## src/rtl/srom_resp_pkg.sv

```systemverilog
package srom_resp_pkg;

  localparam int WORD_IDX_W = 4;

  typedef enum logic [1:0] {
    OUT_KEEP,
    OUT_ONE,
    OUT_ZERO,
    OUT_WORD
  } out_sel_e;

  typedef struct packed {
    logic                  clearAddr;
    logic                  shiftAddr;
    out_sel_e              outSel;
    logic [WORD_IDX_W-1:0] wordBit;
  } srom_strobe_t;

endpackage

```

## src/rtl/srom_resp_ctrl.sv

```systemverilog
module srom_resp_ctrl
  import srom_resp_pkg::*;
#(
  parameter int OP_W = 3,
  parameter int ADDR_W = 6,
  parameter int WORD_W = 16,
  parameter logic [OP_W-1:0] READ_OP = 3'b110,
  parameter int CNT_W = $clog2(OP_W + ADDR_W + WORD_W + 1)
) (
  input  logic             clk,
  input  logic             rstN,
  input  logic             wrEn,
  input  logic             csIn,
  input  logic             sclkIn,
  input  logic             dinIn,
  output srom_strobe_t     strobe,
  output logic [CNT_W-1:0] bitCount
);

  localparam int DATA_START = OP_W + ADDR_W;
  localparam int TOTAL_BITS = DATA_START + WORD_W;

  logic            csLast;
  logic            started;
  logic [OP_W-1:0] opcode;

  logic            selRise, active, startedEff, inOp, inAddr, lastBit, isRead;
  logic [CNT_W-1:0] cntEff;
  logic [OP_W-1:0]  opEff;

  always_comb begin
    selRise    = wrEn & csIn & ~csLast;
    cntEff     = selRise ? '0 : bitCount;
    startedEff = selRise ? 1'b0 : started;
    opEff      = selRise ? '0 : opcode;
    active     = wrEn & sclkIn & (dinIn | startedEff);
    inOp       = int'(cntEff) < OP_W;
    inAddr     = !inOp && (int'(cntEff) < DATA_START);
    lastBit    = int'(cntEff) == TOTAL_BITS - 1;
    isRead     = opEff == READ_OP;

    strobe.clearAddr = selRise | (active & lastBit);
    strobe.shiftAddr = active & inAddr & isRead;
    strobe.wordBit   = WORD_IDX_W'(WORD_W - 1 - (int'(cntEff) - DATA_START));
    strobe.outSel    = OUT_KEEP;
    if (active && !inOp) begin
      if (!isRead)
        strobe.outSel = OUT_ZERO;
      else if (inAddr)
        strobe.outSel = (int'(cntEff) < DATA_START - 1) ? OUT_ONE : OUT_ZERO;
      else
        strobe.outSel = OUT_WORD;
    end
  end

  always_ff @(posedge clk or negedge rstN) begin
    if (!rstN) begin
      csLast   <= 1'b0;
      started  <= 1'b0;
      opcode   <= '0;
      bitCount <= '0;
    end else if (wrEn) begin
      csLast <= csIn;
      if (selRise) begin
        started  <= 1'b0;
        opcode   <= '0;
        bitCount <= '0;
      end
      if (active) begin
        if (inOp) begin
          started <= 1'b1;
          opcode  <= {opEff[OP_W-2:0], dinIn};
        end
        if (lastBit) begin
          started  <= 1'b0;
          opcode   <= '0;
          bitCount <= '0;
        end else begin
          bitCount <= cntEff + 1'b1;
        end
      end
    end
  end

endmodule

```

## src/rtl/srom_resp_data.sv

```systemverilog
module srom_resp_data
  import srom_resp_pkg::*;
#(
  parameter int ADDR_W = 6,
  parameter int WORD_W = 16,
  parameter int VER_OFS = 18,
  parameter int MAC_OFS = 20,
  parameter int LEAF_PTR_OFS = 27,
  parameter int LEAF_OFS = 30,
  parameter logic [7:0] VERSION = 8'd1,
  parameter logic [7:0] CHIPS = 8'd1,
  parameter logic [7:0] MEDIA_COUNT = 8'd2
) (
  input  logic         clk,
  input  logic         rstN,
  input  srom_strobe_t strobe,
  input  logic         dinIn,
  input  logic [47:0]  macAddr,
  output logic         doutOut
);

  localparam int BYTES_PER_WORD = WORD_W / 8;
  localparam int MAC_BYTES = 6;
  localparam logic [15:0] LEAF_PTR = 16'(LEAF_OFS);

  logic [ADDR_W-1:0] addrReg;
  logic [WORD_W-1:0] wordVal;

  function automatic logic [7:0] byteAt(input int idx, input logic [47:0] mac);
    logic [7:0] v;
    v = 8'h00;
    if (idx == VER_OFS) v = VERSION;
    else if (idx == VER_OFS + 1) v = CHIPS;
    else if (idx >= MAC_OFS && idx < MAC_OFS + MAC_BYTES)
      v = mac[47 - 8 * (idx - MAC_OFS) -: 8];
    else if (idx == LEAF_PTR_OFS) v = LEAF_PTR[7:0];
    else if (idx == LEAF_PTR_OFS + 1) v = LEAF_PTR[15:8];
    else if (idx == LEAF_OFS + 2) v = MEDIA_COUNT;
    return v;
  endfunction

  always_comb begin
    wordVal = '0;
    for (int b = 0; b < BYTES_PER_WORD; b++)
      wordVal[8*b +: 8] = byteAt(BYTES_PER_WORD * int'(addrReg) + b, macAddr);
  end

  always_ff @(posedge clk or negedge rstN) begin
    if (!rstN) begin
      addrReg <= '0;
      doutOut <= 1'b0;
    end else begin
      if (strobe.clearAddr) addrReg <= '0;
      else if (strobe.shiftAddr) addrReg <= {addrReg[ADDR_W-2:0], dinIn};
      case (strobe.outSel)
        OUT_ONE:  doutOut <= 1'b1;
        OUT_ZERO: doutOut <= 1'b0;
        OUT_WORD: doutOut <= wordVal[strobe.wordBit];
        default:  doutOut <= doutOut;
      endcase
    end
  end

endmodule

```

## src/rtl/srom_read_responder.sv

```systemverilog
module srom_read_responder
  import srom_resp_pkg::*;
#(
  parameter int OP_W = 3,
  parameter int ADDR_W = 6,
  parameter int WORD_W = 16,
  parameter logic [OP_W-1:0] READ_OP = 3'b110,
  parameter int VER_OFS = 18,
  parameter int MAC_OFS = 20,
  parameter int LEAF_PTR_OFS = 27,
  parameter int LEAF_OFS = 30,
  parameter logic [7:0] VERSION = 8'd1,
  parameter logic [7:0] CHIPS = 8'd1,
  parameter logic [7:0] MEDIA_COUNT = 8'd2
) (
  input  logic        clk,
  input  logic        rstN,
  input  logic        wrEn,
  input  logic        csIn,
  input  logic        sclkIn,
  input  logic        dinIn,
  input  logic [47:0] macAddr,
  output logic        doutOut
);

  localparam int TOTAL_BITS = OP_W + ADDR_W + WORD_W;
  localparam int CNT_W = $clog2(TOTAL_BITS + 1);

  srom_strobe_t     strobe;
  logic [CNT_W-1:0] bitCount;

  srom_resp_ctrl #(
    .OP_W(OP_W), .ADDR_W(ADDR_W), .WORD_W(WORD_W),
    .READ_OP(READ_OP), .CNT_W(CNT_W)
  ) u_ctrl (
    .clk(clk), .rstN(rstN), .wrEn(wrEn), .csIn(csIn),
    .sclkIn(sclkIn), .dinIn(dinIn), .strobe(strobe), .bitCount(bitCount)
  );

  srom_resp_data #(
    .ADDR_W(ADDR_W), .WORD_W(WORD_W), .VER_OFS(VER_OFS),
    .MAC_OFS(MAC_OFS), .LEAF_PTR_OFS(LEAF_PTR_OFS), .LEAF_OFS(LEAF_OFS),
    .VERSION(VERSION), .CHIPS(CHIPS), .MEDIA_COUNT(MEDIA_COUNT)
  ) u_data (
    .clk(clk), .rstN(rstN), .strobe(strobe), .dinIn(dinIn),
    .macAddr(macAddr), .doutOut(doutOut)
  );

endmodule

```

## config.mk

```make
export PLATFORM = sky130hd
export DESIGN_NAME = srom_read_responder
export DESIGN_NICKNAME = d
export VERILOG_FILES = /design/src/rtl/srom_resp_pkg.sv /design/src/rtl/srom_resp_ctrl.sv /design/src/rtl/srom_resp_data.sv /design/src/rtl/srom_read_responder.sv
export SDC_FILE = /design/constraint.sdc
export NUM_CORES = 1
export LEC_CHECK = 0
export ABC_CLOCK_PERIOD_IN_PS = 6600
export BUFFER_PORTS_ARGS = -buffer_cell sky130_fd_sc_hd__buf_2
export CAP_MARGIN = 20
export CORE_ASPECT_RATIO = 0.75
export CORE_MARGIN = 3
export CORE_UTILIZATION = 57
export CTS_BUF_LIST = sky130_fd_sc_hd__clkbuf_4
export CTS_CLUSTER_DIAMETER = 40
export DETAILED_ROUTE_END_ITERATION = 16
export PLACE_DENSITY = 0.9
export SYNTH_ARGS = -nofsm -noshare
export SYNTH_HDL_FRONTEND = slang
export SYNTH_SLANG_ARGS = --single-unit
```

## constraint.sdc

```tcl
create_clock -name clk -period 6.6 [get_ports clk]
set_input_delay 1.98 -clock clk [delete_from_list [all_inputs] [get_ports clk]]
set_output_delay 1.98 -clock clk [all_outputs]
set_load 0.02 [all_outputs]
```

==> results.toml <==
[global_route]
grt_util_all_layers_pct = 24.5
grt_overflow = 0
grt_start_max_net_pins = 19
grt_pass1_vias = 1545
grt_pass1_wl_mm = 7.24
antenna_found_initial = 0

[clock_tree]
cts-resized-gates = 0
insertion_delay_ns = 0.31
cts.path.max_buffers = 2
cts_buffers = 3
clock_tree.root_cell = "clkbuf_4"
cts_hold_buf = 0
htreeDepth = 1
cts_tree = "done"
postCtsSetupRepairBufs = 0
clk_pin_slew_ns = 0.11
clock-sinks = 17

[min_path]
hold_depth = 2
hold_end = "u_ctrl.opcode[2]"
holdCritPathClass = "reg2reg"
hp-start = "u_ctrl.opcode[2]"

[synthesis]
postSynthCellCount = 209
yosysWarningCount = 0
synth_ff_type = "dfrtp_1"
syn_nets = 274
avgSynthCellArea_um2 = 8.17
synth-edff-count = 0
async_flop_share_pct = 100
ys_seq_area_share_pct = 24.9
synth.distinct_cells = 56
synth-seq-cells = 17
syn_area_um2 = 1710

[timing]
fin_tns_setup_ns = 0
tightest_slew_ns = 0.622
final.period_utilization_pct = 61.9
hold_violations = 0
rsz0062_at_grt = "false"
min_period_ns = 4.09
fmax_mhz = 245
slew_viol_final = 0
relSlewSlack_pct = 58.5
skew_ns = 0.00684
worst_slack_ns = 2.51
setup_viol = 0

[critical_path]
critPathArrivalTime_ns = 4.29
r2r_setup_slack_ns = 3.42
r2r-end = "u_data.doutOut"
crit_chain = "buf_2 > nand3b_2 > nand2_1 > inv_1 > mux4_2 > or3b_2 > nand4_1 > and3_1 > o21ai_0"
max_stage_delay_ns = 0.45
cp.required_ns = 6.80
worstSetupPathType = "in2reg"
start_kind = "primary input"
timing.rr.start = "u_data.addrReg[0]"
critPathMaxFanout = 15
cp_slowest_cell = "nand2_1"
setup.worst_path.end_class = "register"
reg2reg_depth = 7

[pwr]
p_leak_nw = 0.914
finalPower_w = 0.000434
power_density_nw_per_um2 = 216
irDropWorstVdd_v = 0.000126

[drt]
first_pass_iters = 4
ant_nets = 0
remaining_drc_errors = 0
drtIter0Drc = 180
routed_wl_mm = 4.37
routed_via_density = 6.14
avgRoutedWirePerCell_um = 15.0
vias = 1793

[layout]
area_growth_pct = 17.7
drive_gt1_share_pct = 30.1
final_cell_mix = "buf_2 (54), nor2_1 (23), nand2_1 (22)"
fin_nets = 322
stdcell_area_um2 = 2010
fin_cells = 292
layout.cells.most_common = "buf_2"
num_antenna_cells = 0

[place]
placed_cells = 288
routabilityCongestion = 0.882
post-place-ws_ns = 2.23
hpwlAfterDp_mm = 3.43
io_buffers = 54
postPlaceCellArea_um2 = 1980

[die]
placementRows = 16
fp.dieArea_um2 = 3690
start_util_pct = 62.7
pin_count = 55
die_h_um = 53.4
die_w_um = 69.2
core_um2 = 2720

[outcome]
status = "finished clean"

[flow_run]
maxCapViolCount = 0
==> flip-flops by register name (all words and copies together), names as in the netlist <==
signal	cells
u_ctrl.started	1
u_ctrl.bitCount	5
u_ctrl.opcode	3
u_data.addrReg	6
u_data.doutOut	1
u_ctrl.csLast	1
==> per-layer routing <==
metal / part of all wire [%] / wire length, um / global-route usage (%) / up-vias
li1: - / - / - / 873
met1: 43 / 1880 / 34.3 / 834
met2: 47 / 2050 / 37.7 / 79
met3: 9.3 / 406 / 6.64 / 7
met4: 0.87 / 38 / 5.52 / 0
met5: 0 / 0 / 0 / -
==> area by class of cell <==
class,instances,area (um2)
Sequential cell,17,425
Fill cell,216,714
Tap cell,36,45.0
Multi-Input combinational cell,172,1200
Inverter,9,33.8
Clock buffer,3,22.5
Clock inverter,1,7.51
Timing Repair Buffer,54,270
==> metrics by stage <==
stage                     utilization (%)  hold slack, ns
after floorplan                         -           0.481
after global placement               72.7           0.504
after detailed placement             72.7           0.515
after CTS                            73.8           0.547
after global routing                 73.8           0.589
final                                73.8           0.548
==> worst max path at each step <==
stage               from              to  cells after the start
floorplan           csIn  u_data.doutOut                     11
global placement    wrEn  u_data.doutOut                      9
detailed placement  wrEn  u_data.doutOut                      9
CTS                 wrEn  u_data.doutOut                      9
global route        wrEn  u_data.doutOut                      9
finish              wrEn  u_data.doutOut                      9
==> Yosys cell counts, drive strengths merged (2+ instances only) <==
library cell / number / area [um2]
or3: 2 / 12.5
a221oi: 4 / 35.0
and4b: 2 / 20.0
o22ai: 4 / 25.0
nand3b: 3 / 26.3
or2: 4 / 25.0
ha: 11 / 138
o2111ai: 2 / 17.5
xnor2: 3 / 26.3
a32o: 3 / 30.0
a21o: 2 / 15.0
or3b: 2 / 20.0
a22o: 7 / 61.3
mux2: 5 / 56.3
buf: 2 / 10.0
o21ai: 13 / 65.1
a211o: 2 / 17.5
clkbuf: 9 / 33.8
mux2i: 8 / 80.1
o211ai: 2 / 15.0
o31ai: 2 / 20.0
nand2: 22 / 82.6
nand3: 2 / 10.0
dfrtp: 17 / 425
nor3: 5 / 30.0
inv: 9 / 33.8
nand2b: 2 / 12.5
nor2: 23 / 86.3
a21oi: 11 / 55.1
a22oi: 2 / 15.0
and3: 4 / 25.0
==> cell families after synthesis <==
logic type | count (synthesis) | share of synthesized area [%]
muxes | 14 | 9.31
adders and majority gates | 11 | 8.06
DFF | 17 | 24.9
xor gates and xnor gates | 4 | 2.05
and+or+nand+nor | 76 | 22.8
buffers and inverters | 20 | 4.55
AOI/OAI and AO/OA | 67 | 28.3
==> where the power goes <==
part | switching [W] | total, W | leakage, nW | internal, W
sequential | 0.0000332 | 0.000160 | 0.224 | 0.000127
clock | 0.0000377 | 0.0000609 | 0.0139 | 0.0000232
combinational | 0.000118 | 0.000213 | 0.676 | 0.0000946
total | 0.000189 | 0.000434 | 0.914 | 0.000245
==> worst max-delay path, delay by kind of cell <==
family	cells	cell delay, ns
simple gates	5	1.44
buf+inv	2	0.45
mux	1	0.34
compound gates	1	0.07
No activity file was read; power rests on OpenSTA's default activity.
